$ cat config.mk
export PLATFORM = sky130hd
export DESIGN_NAME = hostbus_regif
export DESIGN_NICKNAME = d
export VERILOG_FILES = /design/src/rtl/hb_pkg.sv /design/src/rtl/hb_pipe.sv /design/src/rtl/hb_addr_latch.sv /design/src/rtl/hb_access_fsm.sv /design/src/rtl/hb_regbank.sv /design/src/rtl/hostbus_regif.sv
export SDC_FILE = /design/constraint.sdc
export NUM_CORES = 1
export LEC_CHECK = 0
export BUFFER_PORTS_ARGS = -buffer_cell sky130_fd_sc_hd__buf_2
export CORE_ASPECT_RATIO = 0.6
export CORE_MARGIN = 10
export CORE_UTILIZATION = 53
export CTS_CLUSTER_SIZE = 20
export DETAILED_ROUTE_END_ITERATION = 10
export GPL_TIMING_DRIVEN = 0
export PLACE_DENSITY = 0.75
export SLEW_MARGIN = 20
export SYNTH_ARGS = -nofsm -noshare
export SYNTH_HDL_FRONTEND = slang
export SYNTH_SLANG_ARGS = --single-unit
$ cat constraint.sdc
create_clock -name clk -period 1.6 [get_ports clk]
set_input_delay 0 -clock clk [delete_from_list [all_inputs] [get_ports clk]]
set_output_delay 0 -clock clk [all_outputs]
set_load 0.05 [all_outputs]
$ cat src/rtl/hb_pkg.sv
package hb_pkg;
    typedef enum logic [1:0] {
        ST_IDLE    = 2'd0,
        ST_READ    = 2'd1,
        ST_WR_HOLD = 2'd2,
        ST_COMMIT  = 2'd3
    } hb_state_e;
endpackage

$ cat src/rtl/hb_pipe.sv
// Reset-initialised shift pipeline; used as synchronizer and alignment delay.
module hb_pipe #(
    parameter int             W       = 1,
    parameter int             STAGES  = 2,
    parameter logic [W-1:0]   RST_VAL = '0
) (
    input  logic         clk,
    input  logic         rst_n,
    input  logic [W-1:0] d,
    output logic [W-1:0] q
);
    logic [W-1:0] stg [STAGES];

    generate
        for (genvar i = 0; i < STAGES; i++) begin : g_stg
            if (i == 0) begin : g_first
                always_ff @(posedge clk or negedge rst_n) begin
                    if (!rst_n) stg[i] <= RST_VAL;
                    else        stg[i] <= d;
                end
            end else begin : g_next
                always_ff @(posedge clk or negedge rst_n) begin
                    if (!rst_n) stg[i] <= RST_VAL;
                    else        stg[i] <= stg[i-1];
                end
            end
        end
    endgenerate

    assign q = stg[STAGES-1];
endmodule

$ cat src/rtl/hb_addr_latch.sv
// Address pass-through / freeze for multiplexed buses.
module hb_addr_latch #(
    parameter int ADDR_W = 8
) (
    input  logic              clk,
    input  logic              rst_n,
    input  logic              as_s,      // synchronized address strobe
    input  logic [ADDR_W-1:0] addr_s,    // address aligned with as_s
    output logic [ADDR_W-1:0] eff_now,   // effective address, strobe-aligned
    output logic [ADDR_W-1:0] eff_dly    // one cycle later, edge-aligned
);
    logic [ADDR_W-1:0] held;

    // Tracks the bus while the strobe is high; the last high sample survives the fall.
    always_ff @(posedge clk or negedge rst_n) begin
        if (!rst_n)    held <= '0;
        else if (as_s) held <= addr_s;
    end

    assign eff_now = as_s ? addr_s : held;

    always_ff @(posedge clk or negedge rst_n) begin
        if (!rst_n) eff_dly <= '0;
        else        eff_dly <= eff_now;
    end
endmodule

$ cat src/rtl/hb_access_fsm.sv
// Access sequencer: turns synchronized strobes into a read window and a
// single-cycle write pulse, for either strobe protocol.
module hb_access_fsm
    import hb_pkg::*;
#(
    parameter int ADDR_W = 8,
    parameter int DATA_W = 8
) (
    input  logic              clk,
    input  logic              rst_n,
    input  logic              moto_s,
    input  logic              cs_s,       // synchronized chip select (active low)
    input  logic              stb_a_s,    // read strobe / enable
    input  logic              stb_b_s,    // write strobe / read-write level
    input  logic [ADDR_W-1:0] cap_addr,   // address aligned with previous strobe sample
    input  logic [DATA_W-1:0] cap_data,   // data aligned with previous strobe sample
    output logic              rd_active,
    output logic              wr_pulse,
    output logic [ADDR_W-1:0] wr_addr,
    output logic [DATA_W-1:0] wr_data
);
    hb_state_e state, nxt;
    logic      cs_d, a_d, b_d;
    logic      rd_lvl, wr_lvl, wr_edge;

    // Previous synchronized sample, for edge detection.
    always_ff @(posedge clk or negedge rst_n) begin
        if (!rst_n) begin
            cs_d <= 1'b1;
            a_d  <= 1'b1;
            b_d  <= 1'b1;
        end else begin
            cs_d <= cs_s;
            a_d  <= stb_a_s;
            b_d  <= stb_b_s;
        end
    end

    // Protocol decode.
    always_comb begin
        if (moto_s) begin
            rd_lvl  = !cs_s && stb_b_s && stb_a_s;
            wr_lvl  = !cs_s && !stb_b_s && stb_a_s;
            wr_edge = !cs_d && !b_d && a_d && !stb_a_s;
        end else begin
            rd_lvl  = !cs_s && !stb_a_s;
            wr_lvl  = !cs_s && !stb_b_s;
            wr_edge = !cs_d && !b_d && stb_b_s;
        end
    end

    // State register.
    always_ff @(posedge clk or negedge rst_n) begin
        if (!rst_n) state <= ST_IDLE;
        else        state <= nxt;
    end

    // Transitions.
    always_comb begin
        nxt = state;
        unique case (state)
            ST_IDLE: begin
                if (wr_lvl)      nxt = ST_WR_HOLD;
                else if (rd_lvl) nxt = ST_READ;
            end
            ST_READ: begin
                if (!rd_lvl)     nxt = ST_IDLE;
            end
            ST_WR_HOLD: begin
                if (wr_edge)     nxt = ST_COMMIT;
                else if (!wr_lvl) nxt = ST_IDLE;
            end
            ST_COMMIT: begin
                nxt = ST_IDLE;
            end
            default: nxt = ST_IDLE;
        endcase
    end

    // Payload captured at the qualifying edge.
    always_ff @(posedge clk or negedge rst_n) begin
        if (!rst_n) begin
            wr_addr <= '0;
            wr_data <= '0;
        end else if (state == ST_WR_HOLD && wr_edge) begin
            wr_addr <= cap_addr;
            wr_data <= cap_data;
        end
    end

    // Outputs.
    always_comb begin
        rd_active = (state == ST_READ);
        wr_pulse  = (state == ST_COMMIT);
    end
endmodule

$ cat src/rtl/hb_regbank.sv
// Status (write-1-clear), mask, and general registers; unmapped reads return zero.
module hb_regbank #(
    parameter int ADDR_W      = 8,
    parameter int DATA_W      = 8,
    parameter int NUM_GP      = 4,
    parameter int GP_BASE     = 4,
    parameter int STATUS_ADDR = 0,
    parameter int MASK_ADDR   = 1
) (
    input  logic                          clk,
    input  logic                          rst_n,
    input  logic                          wr_en,
    input  logic [ADDR_W-1:0]             wr_addr,
    input  logic [DATA_W-1:0]             wr_data,
    input  logic [ADDR_W-1:0]             rd_addr,
    input  logic [DATA_W-1:0]             irq_set,
    output logic [DATA_W-1:0]             rd_data,
    output logic [DATA_W-1:0]             status,
    output logic [DATA_W-1:0]             mask,
    output logic [NUM_GP-1:0][DATA_W-1:0] gp
);
    localparam logic [ADDR_W-1:0] A_STATUS = ADDR_W'(STATUS_ADDR);
    localparam logic [ADDR_W-1:0] A_MASK   = ADDR_W'(MASK_ADDR);

    logic [DATA_W-1:0] gp_q [NUM_GP];
    logic [DATA_W-1:0] clr;

    assign clr = (wr_en && wr_addr == A_STATUS) ? wr_data : '0;

    // Set wins over a simultaneous clear.
    always_ff @(posedge clk or negedge rst_n) begin
        if (!rst_n) status <= '0;
        else        status <= (status & ~clr) | irq_set;
    end

    always_ff @(posedge clk or negedge rst_n) begin
        if (!rst_n)                           mask <= '0;
        else if (wr_en && wr_addr == A_MASK)  mask <= wr_data;
    end

    generate
        for (genvar i = 0; i < NUM_GP; i++) begin : g_gp
            localparam logic [ADDR_W-1:0] A_GP = ADDR_W'(GP_BASE + i);
            always_ff @(posedge clk or negedge rst_n) begin
                if (!rst_n)                         gp_q[i] <= '0;
                else if (wr_en && wr_addr == A_GP)  gp_q[i] <= wr_data;
            end
        end
    endgenerate

    always_comb begin
        for (int i = 0; i < NUM_GP; i++) gp[i] = gp_q[i];
    end

    always_comb begin
        rd_data = '0;
        if (rd_addr == A_STATUS)    rd_data = status;
        else if (rd_addr == A_MASK) rd_data = mask;
        for (int i = 0; i < NUM_GP; i++) begin
            if (rd_addr == ADDR_W'(GP_BASE + i)) rd_data = gp_q[i];
        end
    end
endmodule

$ cat src/rtl/hostbus_regif.sv
module hostbus_regif #(
    parameter int ADDR_W      = 8,
    parameter int DATA_W      = 8,
    parameter int NUM_GP      = 4,
    parameter int GP_BASE     = 4,
    parameter int STATUS_ADDR = 0,
    parameter int MASK_ADDR   = 1,
    parameter int SYNC_STAGES = 2
) (
    input  logic              clk,
    input  logic              rst_n,
    input  logic              moto_mode,
    input  logic              cs_n,
    input  logic              as_n,
    input  logic              rd_n_e,
    input  logic              wr_n_rw,
    input  logic [ADDR_W-1:0] addr,
    input  logic [DATA_W-1:0] bus_din,
    output logic [DATA_W-1:0] bus_dout,
    output logic              bus_drive,
    input  logic              out_en_n,
    input  logic [DATA_W-1:0] irq_src,
    output logic              irq_pull
);
    localparam int CTL_W       = 5;
    localparam int DATA_STAGES = SYNC_STAGES + 1;  // matches the edge-detect register

    logic [CTL_W-1:0]             ctl_q;
    logic                         moto_s, as_s, cs_s, a_s, b_s;
    logic [ADDR_W-1:0]            addr_s, eff_now, eff_dly;
    logic [DATA_W-1:0]            data_al;
    logic                         rd_active, wr_pulse;
    logic [ADDR_W-1:0]            wr_addr;
    logic [DATA_W-1:0]            wr_data;
    logic [DATA_W-1:0]            rd_data, status, mask;
    logic [NUM_GP-1:0][DATA_W-1:0] gp;

    hb_pipe #(.W(CTL_W), .STAGES(SYNC_STAGES), .RST_VAL(5'b01111)) u_ctl_sync (
        .clk(clk), .rst_n(rst_n),
        .d({moto_mode, as_n, cs_n, rd_n_e, wr_n_rw}),
        .q(ctl_q)
    );
    assign {moto_s, as_s, cs_s, a_s, b_s} = ctl_q;

    hb_pipe #(.W(ADDR_W), .STAGES(SYNC_STAGES), .RST_VAL('0)) u_addr_pipe (
        .clk(clk), .rst_n(rst_n), .d(addr), .q(addr_s)
    );

    hb_pipe #(.W(DATA_W), .STAGES(DATA_STAGES), .RST_VAL('0)) u_data_pipe (
        .clk(clk), .rst_n(rst_n), .d(bus_din), .q(data_al)
    );

    hb_addr_latch #(.ADDR_W(ADDR_W)) u_alat (
        .clk(clk), .rst_n(rst_n), .as_s(as_s), .addr_s(addr_s),
        .eff_now(eff_now), .eff_dly(eff_dly)
    );

    hb_access_fsm #(.ADDR_W(ADDR_W), .DATA_W(DATA_W)) u_fsm (
        .clk(clk), .rst_n(rst_n), .moto_s(moto_s), .cs_s(cs_s),
        .stb_a_s(a_s), .stb_b_s(b_s),
        .cap_addr(eff_dly), .cap_data(data_al),
        .rd_active(rd_active), .wr_pulse(wr_pulse),
        .wr_addr(wr_addr), .wr_data(wr_data)
    );

    hb_regbank #(
        .ADDR_W(ADDR_W), .DATA_W(DATA_W), .NUM_GP(NUM_GP), .GP_BASE(GP_BASE),
        .STATUS_ADDR(STATUS_ADDR), .MASK_ADDR(MASK_ADDR)
    ) u_regs (
        .clk(clk), .rst_n(rst_n), .wr_en(wr_pulse), .wr_addr(wr_addr),
        .wr_data(wr_data), .rd_addr(eff_now), .irq_set(irq_src),
        .rd_data(rd_data), .status(status), .mask(mask), .gp(gp)
    );

    // Output enable overrides everything, asynchronously.
    assign bus_drive = rd_active && out_en_n;
    assign bus_dout  = bus_drive ? rd_data : '0;
    assign irq_pull  = (|(status & mask)) && out_en_n;
endmodule

==> out/summary.json, run 1 <==
{
  "run_status": {"value": "finished with violations"},
  "violations": {"value": "setup timing"},
  "place_area": {"value": 5690, "unit": "um^2"},
  "critPathArrivalTime": {"value": 2.75, "unit": "ns"},
  "ys.warnings.count": {"value": 0},
  "largest_clock_skew_in_the_final_design": {"value": 0.0125, "unit": "ns"},
  "mappedNetlistArea": {"value": 5020, "unit": "um^2"},
  "min_period": {"value": 2.75, "unit": "ns"},
  "grt_setup_unrepaired": {"value": "true"},
  "floorplan.die.width": {"value": 146, "unit": "um"},
  "final_critical_path_setup_slack": {"value": -1.15, "unit": "ns"},
  "async_flop_share": {"value": 100, "unit": "%"},
  "syn_nets": {"value": 392},
  "finalMaxSlewViolations": {"value": 0},
  "timing.critical_path.from_type": {"value": "flop"},
  "synth-edff-count": {"value": 0},
  "cts.root.buffer_cell": {"value": "clkbuf_16"},
  "cts_buffers": {"value": 17},
  "gp_congestion": {"value": 0.903},
  "cts_htree_levels": {"value": 4},
  "layout.cell_area.non_filler": {"value": 7190, "unit": "um^2"},
  "clock_sink_count": {"value": 127},
  "dieArea": {"value": 13900, "unit": "um^2"},
  "preCtsSetupSlack": {"value": -0.971, "unit": "ns"},
  "crit_end_category": {"value": "primary output"},
  "critPathSlowestCell": {"value": "dfstp_2"},
  "fraction_of_final_layout_cells_sized_beyond_drive_strength_1": {"value": 47.2, "unit": "%"},
  "first_global_vias": {"value": 3790},
  "synth-main-ff-cell": {"value": "dfrtp_1"},
  "cap_viol_max_count": {"value": 0},
  "worst-path-max-fanout": {"value": 7},
  "ctsLongestPathBuffers": {"value": 2},
  "initial_core_util": {"value": 54.7, "unit": "%"},
  "hpwl": {"value": 7920, "unit": "um"},
  "tritoncts_clock_tree": {"value": "done"},
  "maxSlewHeadroom": {"value": 57.3, "unit": "%"},
  "crit_path_cell_trace": {"value": "or4b_4, o22ai_4, buf_4, nand3_1, a311oi_4, buf_6"},
  "drt_first_pass_iters": {"value": 6},
  "antenna_violations_before_repair": {"value": 1},
  "core": {"value": 9190, "unit": "um^2"},
  "worst-endpoint-required": {"value": 1.60, "unit": "ns"},
  "fillCellCount": {"value": 506},
  "fmax": {"value": 0.364, "unit": "GHz"},
  "clkLatencyLatePin": {"value": 0.43, "unit": "ns"},
  "area_growth": {"value": 43.1, "unit": "%"},
  "path_delay_family": {"value": "simple AND/OR/NAND/NOR gates"},
  "vdd.ir_drop.worst": {"value": 0.844, "unit": "mV"},
  "worst_hold_path_type": {"value": "in2async"},
  "grt_max_degree": {"value": 71},
  "seq_area": {"value": 3190, "unit": "um^2"},
  "wire_per_inst": {"value": 22.9, "unit": "um"},
  "synth_seq_cells": {"value": 127},
  "drt_wl_total": {"value": 14100, "unit": "um"},
  "setup_viol": {"value": 60},
  "synth.avg_cell_area": {"value": 14.0, "unit": "um^2"},
  "power.density_cell_area": {"value": 1180, "unit": "nW/um^2"},
  "gr-usage-all-layers": {"value": 19.7, "unit": "%"},
  "gr_ovfl_total": {"value": 0},
  "grt_pass1_wl": {"value": 21100, "unit": "um"},
  "die_h": {"value": 95.4, "unit": "um"},
  "netlist-cell-type-count": {"value": 46},
  "cellLeakagePower": {"value": 3.08, "unit": "nW"},
  "ant_nets": {"value": 0},
  "path_class": {"value": "reg2out"},
  "cp.buffers_inverters": {"value": 2},
  "drt_first_iter_violations": {"value": 364},
  "multi_input_area": {"value": 2240, "unit": "um^2"},
  "num_rows": {"value": 27},
  "sequential_to_total_area_share_from_yosys_stat": {"value": 63.5, "unit": "%"},
  "final_nets": {"value": 504},
  "crit_path_max_incr_delay": {"value": 0.60, "unit": "ns"},
  "hold_viol_final": {"value": 0},
  "vias_per_cell": {"value": 5.96},
  "worst_slew_pin_slew": {"value": 0.640, "unit": "ns"},
  "cts_clock_pin_slew_for_the_worst_setup_and_hold_paths": {"value": 0.06, "unit": "ns"},
  "place.port_buffers": {"value": 41},
  "syn_inst": {"value": 360},
  "final.period_utilization": {"value": 172, "unit": "%"},
  "detailroute.via_count": {"value": 3674},
  "drt_drc_violations_left": {"value": 0},
  "top_level_ports": {"value": 42}
}
==> synthesized netlist by cell type, drive strengths merged (3+ instances only) <==
| cell type | instances | area [um^2] |
|---|---|---|
| nand2b | 4 | 25.0 |
| nand3b | 3 | 22.5 |
| nor3 | 6 | 45.0 |
| o21ai | 4 | 20.0 |
| or3 | 3 | 18.8 |
| clkbuf | 9 | 33.8 |
| or3b | 3 | 26.3 |
| a21o | 9 | 67.6 |
| nor4 | 8 | 50.1 |
| a211oi | 7 | 52.6 |
| inv | 9 | 33.8 |
| dfstp | 11 | 289 |
| buf | 6 | 41.3 |
| dfrtp | 116 | 2900 |
| nor2 | 3 | 11.3 |
| mux2 | 66 | 743 |
| o211ai | 7 | 52.6 |
| a21oi | 16 | 80.1 |
| nand2 | 12 | 45.0 |
| a21boi | 8 | 60.1 |
| a311oi | 8 | 70.1 |
| a22oi | 6 | 55.1 |
| nand3 | 18 | 90.1 |
==> repair_timing <==
item	4_1_cts	5_1_grt
buffers inserted	18	6
endpoints found under the setup margin	78	66
cloned	2	0
pin swaps	14	11
gates resized for setup	63	44
hold buffers	30	0
endpoints found under the hold margin	86	0
==> layer usage <==
| layer | up-vias | GRT usage [%] | part of all wire, % |
|---|---|---|---|
| li1 | 1565 | - | - |
| met1 | 1871 | 25.5 | 42 |
| met2 | 195 | 30.5 | 46 |
| met3 | 43 | 6.62 | 8.8 |
| met4 | 0 | 7.87 | 2.6 |
| met5 | - | 0 | 0 |
==> stage by stage <==
stage | util [%] | instances | setup TNS (ns) | hold slack [ns] | total power [mW]
floorplan | - | 360 | -5.84 | -0.296 | 3.97
global placement | 61.5 | 531 | -136.12 | 0.105 | 4.21
detailed placement | 61.9 | 532 | -19.54 | 0.00724 | 4.26
CTS | 76.3 | 613 | -15.75 | 0.116 | 8.35
global route | 78.2 | 616 | -17.82 | 0.160 | 8.74
finish | 78.2 | 616 | -16.45 | 0.101 | 8.46
==> cell usage in the layout (no fill, tap or decap), types with 5 or more instances in the layout <==
cell and n:
mux2_2 21, clkbuf_1 5, buf_4 10, nand2_1 7
a311oi_4 8, buf_6 21, o211ai_1 7, a21o_1 9
buf_2 32, dfstp_2 11, clkbuf_16 17, a21oi_1 15
dlygate4sd3_1 30, inv_6 8, a211oi_1 7, nor4_2 8
inv_1 9, dfrtp_1 116, mux2_4 45, nand3_1 15
a21boi_0 8
==> where the power goes <==
group	total [mW]	internal, mW	leakage (nW)	switching, mW
clock network	3.96	2.39	0.296	1.57
registers	3.69	3.42	1.56	0.270
logic	0.809	0.410	1.22	0.399
total	8.46	6.22	3.08	2.24
==> layout make-up <==
class | instances | area share [%]
timing repair buffer | 97 | 12.2
clock buffer | 18 | 6.11
buffer | 11 | 1.06
clock inverter | 14 | 2.31
sequential | 127 | 44.4
antenna | 1 | 0.0348
inverter | 9 | 0.470
tap | 130 | 2.26
multi-input combinational | 209 | 31.1
==> path summary, 6_finish.rpt <==
check	from	to	slack (ns)	cells past startpoint
min in group clk	bus_din[6]	u_data_pipe.stg[22]	0.21	2
worst max-delay path	u_ctl_sync.q[3]	bus_dout[4]	-1.15	6
max in group asynchronous	rst_n	u_ctl_sync.q[2]	0.76	3
worst min register to register	u_data_pipe.stg[20]	u_data_pipe.stg[12]	0.35	0
worst min-delay path	rst_n	u_alat.held[6]	0.10	2
worst max register to register	u_fsm.state[0]	u_fsm.wr_data[3]	-0.21	5
==> kinds of logic after synthesis <==
group / Yosys count / share of synthesized area [%]
AO/OA/AOI/OAI: 73 / 10.7
buffers and inverters: 24 / 2.17
flip-flops: 127 / 63.5
multiplexers: 68 / 15.4
AND/OR/NAND/NOR: 68 / 8.14
==> registers in the layout, indices dropped and copies added (netlist names), 8 cells and up <==
| name | flops |
|---|---|
| u_regs.gp | 32 |
| u_data_pipe.stg | 16 |
| u_addr_pipe.q | 8 |
| u_addr_pipe.stg | 8 |
| u_alat.held | 8 |
| u_data_pipe.q | 8 |
| u_fsm.wr_addr | 8 |
| u_fsm.wr_data | 8 |
| u_regs.mask | 8 |
| u_regs.status | 8 |
(Power assumes the default switching activity.)
==> run 2: changes to the inputs <==
--- a/config.mk
+++ b/config.mk
@@ -6,13 +6,16 @@
 export NUM_CORES = 1
 export LEC_CHECK = 0
 export BUFFER_PORTS_ARGS = -buffer_cell sky130_fd_sc_hd__buf_2
+export CELL_PAD_IN_SITES_DETAIL_PLACEMENT = 2
+export CELL_PAD_IN_SITES_GLOBAL_PLACEMENT = 2
 export CORE_ASPECT_RATIO = 0.6
 export CORE_MARGIN = 10
-export CORE_UTILIZATION = 53
+export CORE_UTILIZATION = 32
 export CTS_CLUSTER_SIZE = 20
 export DETAILED_ROUTE_END_ITERATION = 10
 export GPL_TIMING_DRIVEN = 0
-export PLACE_DENSITY = 0.75
+export PLACE_DENSITY_LB_ADDON = 0.1
+export SETUP_SLACK_MARGIN = 0.4
 export SLEW_MARGIN = 20
 export SYNTH_ARGS = -nofsm -noshare
 export SYNTH_HDL_FRONTEND = slang
==> out/summary.json, run 2 (synthesis results as in run 1) <==
{
  "clkLatencyLatePin": {"value": 0.42, "unit": "ns", "change": "was 0.43 ns"},
  "max_reg_flops": {"value": 32, "change": "unchanged"},
  "detailroute.via_count": {"value": 3589, "change": "was 3674"},
  "clock_sink_count": {"value": 127, "change": "unchanged"},
  "area_growth": {"value": 53.4, "unit": "%", "change": "was 43.1%"},
  "worst-path-max-fanout": {"value": 8, "change": "was 7"},
  "run_status": {"value": "finished with violations", "change": "unchanged"},
  "cts_clock_pin_slew_for_the_worst_setup_and_hold_paths": {"value": 0.07, "unit": "ns", "change": "was 0.06 ns"},
  "finalMaxSlewViolations": {"value": 0, "change": "unchanged"},
  "final.period_utilization": {"value": 167, "unit": "%", "change": "was 172%"},
  "cts_htree_levels": {"value": 4, "change": "unchanged"},
  "drt_wl_total": {"value": 16100, "unit": "um", "change": "was 14100 um"},
  "min_period": {"value": 2.68, "unit": "ns", "change": "was 2.75 ns"},
  "path_class": {"value": "reg2out", "change": "unchanged"},
  "worst_hold_path_type": {"value": "in2async", "change": "unchanged"},
  "dieArea": {"value": 21300, "unit": "um^2", "change": "was 13900 um^2"},
  "top_level_ports": {"value": 42, "change": "unchanged"},
  "vdd.ir_drop.worst": {"value": 0.611, "unit": "mV", "change": "was 0.844 mV"},
  "grt_max_degree": {"value": 70, "change": "was 71"},
  "non_filler_instance_count_after_layout": {"value": 701, "change": "was 616"},
  "grt_pass1_wl": {"value": 25100, "unit": "um", "change": "was 21100 um"},
  "crit_path_max_incr_delay": {"value": 0.59, "unit": "ns", "change": "was 0.60 ns"},
  "fillCellCount": {"value": 1373, "change": "was 506"},
  "ctsLongestPathBuffers": {"value": 2, "change": "unchanged"},
  "place.port_buffers": {"value": 41, "change": "unchanged"},
  "final_nets": {"value": 517, "change": "was 504"},
  "place_area": {"value": 5940, "unit": "um^2", "change": "was 5690 um^2"},
  "crit_end_category": {"value": "primary output", "change": "unchanged"},
  "ant_nets": {"value": 0, "change": "unchanged"},
  "critPathSlowestCell": {"value": "dfstp_2", "change": "unchanged"},
  "preCtsSetupSlack": {"value": -1.14, "unit": "ns", "change": "was -0.971 ns"},
  "violations": {"value": "setup timing", "change": "unchanged"},
  "critPathArrivalTime": {"value": 2.68, "unit": "ns", "change": "was 2.75 ns"},
  "mostFrequentLayoutCell": {"value": "dfrtp_1", "change": "unchanged"},
  "antenna-diode-count": {"value": 0, "change": "was 1"},
  "initial_core_util": {"value": 32.7, "unit": "%", "change": "was 54.7%"},
  "cts_buffers": {"value": 17, "change": "unchanged"},
  "wire_per_inst": {"value": 22.9, "unit": "um", "change": "about the same"},
  "gr_ovfl_total": {"value": 0, "change": "unchanged"},
  "setup_viol": {"value": 74, "change": "was 60"},
  "crit_path_cell_trace": {"value": "or4b_4, o22ai_4, buf_12, buf_8, o211ai_1, a311oi_4, buf_6", "change": "was or4b_4, o22ai_4, buf_4, nand3_1, a311oi_4, buf_6"},
  "path_delay_family": {"value": "compound AO/OA/AOI/OAI gates", "change": "was simple AND/OR/NAND/NOR gates"},
  "timing.critical_path.from_type": {"value": "flop", "change": "unchanged"},
  "cp.buffers_inverters": {"value": 3, "change": "was 2"},
  "final_cell_mix": {"value": "dfrtp_1, mux2_4, buf_2", "change": "unchanged"},
  "drt_first_pass_iters": {"value": 4, "change": "was 6"},
  "critical_path_cell_count": {"value": 7, "change": "was 6"},
  "final.hold.worst_slack": {"value": 0.111, "unit": "ns", "change": "was 0.101 ns"},
  "power.density_cell_area": {"value": 1120, "unit": "nW/um^2", "change": "was 1180 nW/um^2"},
  "drt_drc_violations_left": {"value": 0, "change": "unchanged"},
  "cts.root.buffer_cell": {"value": "clkbuf_16", "change": "unchanged"},
  "largest_clock_skew_in_the_final_design": {"value": 0.00965, "unit": "ns", "change": "was 0.0125 ns"},
  "dpl.cell_count": {"value": 605, "change": "was 532"},
  "fraction_of_final_layout_cells_sized_beyond_drive_strength_1": {"value": 54.0, "unit": "%", "change": "was 47.2%"},
  "worst_slew_pin_slew": {"value": 0.710, "unit": "ns", "change": "was 0.640 ns"},
  "final_core_utilization": {"value": 50.1, "unit": "%", "change": "was 78.2%"},
  "cellLeakagePower": {"value": 3.22, "unit": "nW", "change": "was 3.08 nW"},
  "num_rows": {"value": 35, "change": "was 27"},
  "finalSetupTns": {"value": -18.61, "unit": "ns", "change": "was -16.45 ns"},
  "hpwl": {"value": 9810, "unit": "um", "change": "was 7920 um"},
  "tritoncts_clock_tree": {"value": "done", "change": "unchanged"},
  "gr-usage-all-layers": {"value": 15.6, "unit": "%", "change": "was 19.7%"},
  "floorplan.die.width": {"value": 182, "unit": "um", "change": "was 146 um"},
  "gp_congestion": {"value": 0.783, "change": "was 0.903"},
  "grt_setup_unrepaired": {"value": "true", "change": "unchanged"},
  "cap_viol_max_count": {"value": 0, "change": "unchanged"},
  "rr_worst_depth": {"value": 6, "change": "was 5"},
  "hold_viol_final": {"value": 0, "change": "unchanged"},
  "final_critical_path_setup_slack": {"value": -1.08, "unit": "ns", "change": "was -1.15 ns"},
  "core": {"value": 15400, "unit": "um^2", "change": "was 9190 um^2"},
  "drt_first_iter_violations": {"value": 236, "change": "was 364"},
  "antenna_violations_before_repair": {"value": 0, "change": "was 1"},
  "total_design_power": {"value": 8.62, "unit": "mW", "change": "was 8.46 mW"},
  "worst-endpoint-required": {"value": 1.60, "unit": "ns", "change": "about the same"},
  "die_h": {"value": 117, "unit": "um", "change": "was 95.4 um"},
  "fmax": {"value": 0.374, "unit": "GHz", "change": "was 0.364 GHz"},
  "layout.cell_area.non_filler": {"value": 7710, "unit": "um^2", "change": "was 7190 um^2"},
  "vias_per_cell": {"value": 5.12, "change": "was 5.96"},
  "maxSlewHeadroom": {"value": 52.7, "unit": "%", "change": "was 57.3%"},
  "first_global_vias": {"value": 4070, "change": "was 3790"}
}
==> run 2: final cells by class <==
class                           instances  area [um^2]  share of cell area (%)
Buffer                                 15          160                    2.08
Clock buffer                           17          425                    5.52
Clock inverter                         15          173                    2.24
Inverter                                9         36.3                   0.471
Multi-Input combinational cell        209         2440                    31.7
Sequential cell                       127         3200                    41.5
Tap cell                              203          254                    3.30
Timing Repair Buffer                  106         1020                    13.2
==> run 2: worst reg2reg max path: stages, from the launching register on <==
cell      delay [ns]
dfrtp_1         0.39
buf_6           0.12
and4bb_2        0.31
nand3_4         0.12
or3_4           0.38
buf_12          0.16
mux2_4          0.30
==> run 2: final timing paths <==
check / start / to / slack (ns)
setup / recovery: u_ctl_sync.q[3] / bus_dout[2] / -1.08
hold / removal: rst_n / u_ctl_sync.q[4] / 0.11
setup reg to reg: u_fsm.state[0] / u_regs.gp[11] / -0.29
hold reg to reg: u_data_pipe.stg[8] / u_data_pipe.q[0] / 0.35
max in group asynchronous: rst_n / u_regs.status[7] / 0.79
min in group clk: bus_din[5] / u_data_pipe.stg[21] / 0.21
==> run 2: report_power, final <==
group / internal (mW) / switching [mW]
Combinational: 0.452 / 0.439
Sequential: 3.42 / 0.301
Clock: 2.35 / 1.66
==> run 2: layer usage <==
| metal | share of wire (%) | track usage, % | up-vias | wire length [um] |
|---|---|---|---|---|
| li1 | - | - | 1596 | - |
| met1 | 50 | 21.6 | 1923 | 8080 |
| met2 | 45 | 23.8 | 55 | 7300 |
| met3 | 3.3 | 3.72 | 15 | 524 |
| met4 | 1.0 | 4.80 | 0 | 160 |
| met5 | 0 | 0 | - | 0 |
==> run 2: what timing repair did <==
item | 4_1_cts | 5_1_grt
pin swaps | 21 | 11
endpoints found under the hold margin | 102 | 0
gates cloned | 3 | 0
setup buffers | 26 | 5
endpoints found under the setup margin | 84 | 84
hold buffers | 30 | 0
resized for setup | 98 | 31
==> run 3: changes to the inputs <==
--- a/config.mk
+++ b/config.mk
@@ -5,6 +5,7 @@
 export SDC_FILE = /design/constraint.sdc
 export NUM_CORES = 1
 export LEC_CHECK = 0
+export ABC_AREA = 1
 export BUFFER_PORTS_ARGS = -buffer_cell sky130_fd_sc_hd__buf_2
 export CELL_PAD_IN_SITES_DETAIL_PLACEMENT = 2
 export CELL_PAD_IN_SITES_GLOBAL_PLACEMENT = 2
==> out/summary.json, run 3 <==
{
  "synthSimpleGateAreaFrac": {"value": 18.1, "unit": "%", "change": "was 8.14%"},
  "synth_seq_cells": {"value": 127, "change": "unchanged"},
  "gp_congestion": {"value": 0.819, "change": "was 0.783"},
  "worst_hold_path_type": {"value": "in2async", "change": "unchanged"},
  "synthXorXnorAreaFrac": {"value": 0, "unit": "%", "change": "unchanged"},
  "drt_drc_violations_left": {"value": 0, "change": "unchanged"},
  "final.period_utilization": {"value": 161, "unit": "%", "change": "was 167%"},
  "grt_pass1_wl": {"value": 29400, "unit": "um", "change": "was 25100 um"},
  "top_level_ports": {"value": 42, "change": "unchanged"},
  "syn_nets": {"value": 515, "change": "was 392"},
  "sequential_to_total_area_share_from_yosys_stat": {"value": 65.3, "unit": "%", "change": "was 63.5%"},
  "area_growth": {"value": 75.4, "unit": "%", "change": "was 53.4%"},
  "async_flop_share": {"value": 100, "unit": "%", "change": "unchanged"},
  "grt_max_degree": {"value": 73, "change": "was 70"},
  "synth.avg_cell_area": {"value": 10.1, "unit": "um^2", "change": "was 14.0 um^2"},
  "synth.most_common_cell": {"value": "dfrtp_1", "change": "unchanged"},
  "mappedNetlistArea": {"value": 4880, "unit": "um^2", "change": "was 5020 um^2"},
  "finalMaxSlewViolations": {"value": 0, "change": "unchanged"},
  "place_area": {"value": 5690, "unit": "um^2", "change": "was 5940 um^2"},
  "worst_slew_pin_slew": {"value": 0.696, "unit": "ns", "change": "was 0.710 ns"},
  "total_design_power": {"value": 11.2, "unit": "mW", "change": "was 8.62 mW"},
  "cap_viol_max_count": {"value": 0, "change": "unchanged"},
  "ys.warnings.count": {"value": 0, "change": "unchanged"},
  "seq_power_share": {"value": 35.9, "unit": "%", "change": "was 43.1%"},
  "vdd.ir_drop.worst": {"value": 0.873, "unit": "mV", "change": "was 0.611 mV"},
  "cts.root.buffer_cell": {"value": "clkbuf_16", "change": "unchanged"},
  "synthTopCellsByArea": {"value": "dfrtp_1, nand2_1, dfstp_2", "change": "was dfrtp_1, mux2_2, dfstp_2"},
  "fmax": {"value": 0.387, "unit": "GHz", "change": "was 0.374 GHz"},
  "finalSetupTns": {"value": -7.64, "unit": "ns", "change": "was -18.61 ns"},
  "cellLeakagePower": {"value": 3.85, "unit": "nW", "change": "was 3.22 nW"},
  "synthTopCellsByCount": {"value": "dfrtp_1, nand2_1, o21ai_0", "change": "was dfrtp_1, mux2_2, nand3_1"},
  "detailroute.via_count": {"value": 4436, "change": "was 3589"},
  "cts_htree_levels": {"value": 4, "change": "unchanged"},
  "wire_per_inst": {"value": 28.9, "unit": "um", "change": "was 22.9 um"},
  "crit_end_category": {"value": "primary output", "change": "unchanged"},
  "fillCellCount": {"value": 1390, "change": "was 1373"},
  "cts_clock_pin_slew_for_the_worst_setup_and_hold_paths": {"value": 0.06, "unit": "ns", "change": "was 0.07 ns"},
  "max_reg_flops": {"value": 32, "change": "unchanged"},
  "initial_core_util": {"value": 33.2, "unit": "%", "change": "was 32.7%"},
  "mostFrequentLayoutCell": {"value": "dfrtp_1", "change": "unchanged"},
  "setup_viol": {"value": 20, "change": "was 74"},
  "synth-main-ff-cell": {"value": "dfrtp_1", "change": "unchanged"},
  "core": {"value": 14700, "unit": "um^2", "change": "was 15400 um^2"},
  "num_rows": {"value": 34, "change": "was 35"},
  "first_global_vias": {"value": 4847, "change": "was 4070"},
  "power.share.switching": {"value": 36.4, "unit": "%", "change": "was 27.9%"},
  "drt_first_pass_iters": {"value": 4, "change": "unchanged"},
  "non_filler_instance_count_after_layout": {"value": 849, "change": "was 701"},
  "final_nets": {"value": 670, "change": "was 517"},
  "gr-usage-all-layers": {"value": 18.5, "unit": "%", "change": "was 15.6%"},
  "maxSlewHeadroom": {"value": 53.5, "unit": "%", "change": "was 52.7%"},
  "worst-endpoint-required": {"value": 1.60, "unit": "ns", "change": "about the same"},
  "layout.cell_area.non_filler": {"value": 8570, "unit": "um^2", "change": "was 7710 um^2"},
  "power.share.clock": {"value": 36.1, "unit": "%", "change": "was 46.5%"},
  "dieArea": {"value": 20800, "unit": "um^2", "change": "was 21300 um^2"},
  "power_report.internal_total": {"value": 7.12, "unit": "mW", "change": "was 6.22 mW"},
  "antenna_violations_before_repair": {"value": 0, "change": "unchanged"},
  "ctsLongestPathBuffers": {"value": 2, "change": "unchanged"},
  "floorplan.die.width": {"value": 180, "unit": "um", "change": "was 182 um"},
  "clkLatencyLatePin": {"value": 0.43, "unit": "ns", "change": "was 0.42 ns"},
  "antenna-diode-count": {"value": 0, "change": "unchanged"},
  "p_comb_share": {"value": 28.0, "unit": "%", "change": "was 10.3%"},
  "largest_clock_skew_in_the_final_design": {"value": 0.0138, "unit": "ns", "change": "was 0.00965 ns"},
  "die_h": {"value": 116, "unit": "um", "change": "was 117 um"},
  "clock_sink_count": {"value": 127, "change": "unchanged"},
  "hold_viol_final": {"value": 0, "change": "unchanged"},
  "worst-path-max-fanout": {"value": 8, "change": "unchanged"},
  "power.density_cell_area": {"value": 1310, "unit": "nW/um^2", "change": "was 1120 nW/um^2"},
  "gr_ovfl_total": {"value": 0, "change": "unchanged"},
  "synth-edff-count": {"value": 0, "change": "unchanged"},
  "netlist.top_cell.by_area": {"value": "dfrtp_1", "change": "unchanged"},
  "synthMuxAreaShare": {"value": 2.56, "unit": "%", "change": "was 15.4%"},
  "synth_largest_type_area_fraction": {"value": 59.4, "unit": "%", "change": "was 57.8%"},
  "final_cell_mix": {"value": "dfrtp_1, o21ai_2, inv_1", "change": "was dfrtp_1, mux2_4, buf_2"},
  "vias_per_cell": {"value": 5.22, "change": "was 5.12"},
  "synth_compound_gate_area_share": {"value": 8.43, "unit": "%", "change": "was 10.7%"},
  "dpl.cell_count": {"value": 723, "change": "was 605"},
  "cts_buffers": {"value": 17, "change": "unchanged"},
  "violations": {"value": "setup timing", "change": "unchanged"},
  "yosys.area_share.adder": {"value": 0, "unit": "%", "change": "unchanged"},
  "critPathArrivalTime": {"value": 2.58, "unit": "ns", "change": "was 2.68 ns"},
  "tritoncts_clock_tree": {"value": "done", "change": "unchanged"},
  "netlist-cell-type-count": {"value": 24, "change": "was 46"},
  "syn_inst": {"value": 483, "change": "was 360"},
  "run_status": {"value": "finished with violations", "change": "unchanged"},
  "synth_top_family_by_area": {"value": "simple AND/OR/NAND/NOR gates", "change": "was multiplexers"},
  "drt_first_iter_violations": {"value": 300, "change": "was 236"},
  "reg2reg_setup_slack": {"value": -0.06, "unit": "ns", "change": "was -0.29 ns"},
  "fraction_of_final_layout_cells_sized_beyond_drive_strength_1": {"value": 62.1, "unit": "%", "change": "was 54.0%"},
  "switching_power": {"value": 4.07, "unit": "mW", "change": "was 2.40 mW"},
  "final_critical_path_setup_slack": {"value": -0.984, "unit": "ns", "change": "was -1.08 ns"},
  "timing.critical_path.from_type": {"value": "flop", "change": "unchanged"},
  "path_class": {"value": "reg2out", "change": "unchanged"},
  "ant_nets": {"value": 0, "change": "unchanged"},
  "grt_setup_unrepaired": {"value": "true", "change": "unchanged"},
  "min_period": {"value": 2.58, "unit": "ns", "change": "was 2.68 ns"},
  "drt_wl_total": {"value": 24500, "unit": "um", "change": "was 16100 um"},
  "place.port_buffers": {"value": 41, "change": "unchanged"},
  "hpwl": {"value": 10300, "unit": "um", "change": "was 9810 um"},
  "final.hold.worst_slack": {"value": 0.122, "unit": "ns", "change": "was 0.111 ns"}
}
==> run 3: cell count changes after synthesis, sizes merged, moves of 6 or more <==
cell	change
mux2i	+6
a21boi	-8
nand3	+35
inv	+41
a211oi	-7
nor2	+34
a22oi	-6
a21o	-9
a311oi	-8
nand2	+90
nor4	-6
o211ai	-7
mux2	-62
o21ai	+62
==> run 3: logic make-up after synthesis <==
family,count (synthesis)
simple gates,200
compound gates,80
mux,12
flops,127
buf+inv,64
==> run 3: worst paths after layout <==
check | to | start | depth (start not counted)
setup / recovery | bus_dout[0] | u_ctl_sync.q[3] | 12
hold / removal | u_addr_pipe.q[6] | rst_n | 2
setup reg to reg | u_regs.mask[2] | u_fsm.wr_addr[3] | 6
hold reg to reg | u_data_pipe.stg[8] | u_data_pipe.stg[16] | 0
max in group asynchronous | u_fsm.state[1] | rst_n | 3
min in group clk | u_data_pipe.stg[21] | bus_din[5] | 2
==> run 3: final cells by class <==
class | instances | area [um^2] | share of cell area [%]
tap | 198 | 248 | 2.89
buffer | 14 | 255 | 2.98
clock buffer | 19 | 443 | 5.17
multi-input combinational | 292 | 2710 | 31.6
clock inverter | 13 | 153 | 1.78
timing repair buffer | 136 | 1340 | 15.6
sequential | 127 | 3200 | 37.3
inverter | 50 | 223 | 2.60
==> run 3: worst max-delay path: stages, from the launching register on <==
cell,delay [ns]
dfstp_2,0.66
buf_6,0.18
nand2_2,0.13
nand2_8,0.13
buf_12,0.14
nor2_4,0.03
nand2_2,0.11
clkinv_4,0.14
nand3_1,0.15
nand3_2,0.12
nor2_4,0.17
nor2_4,0.05
buf_8,0.15
==> run 3: power groups by stage <==
stage	Sequential [mW]	Combinational, mW	Clock (mW)
6_report	4.02	3.13	4.04
3_3_place_gp	3.86	1.44	0
2_1_floorplan	3.81	0.978	0
5_1_grt	4.04	3.26	4.26
3_5_place_dp	3.89	1.52	0
4_1_cts	3.93	2.29	3.98
==> run 3: per-layer routing <==
layer	vias to the layer above	global-route usage (%)	routed length (um)
met1	2356	22.9	10500
met2	137	31.4	12300
li1	1897	-	-
met5	-	0	0
met4	0	7.57	630
met3	46	4.02	1120
==> run 3: metrics by stage <==
stage,util [%],worst slack (ns)
global route,58.2,-1.08
CTS,51.3,-0.822
detailed placement,38.7,-0.571
floorplan,-,-0.111
finish,58.2,-0.984
global placement,38.4,-1.14
==> run 3: what timing repair did <==
item | CTS | global route
hold buffers | 30 | 0
endpoints found under the setup margin | 78 | 81
pin swaps | 16 | 31
cloned | 6 | 4
setup buffers | 32 | 22
hold endpoints to repair | 153 | 0
resized for setup | 192 | 183
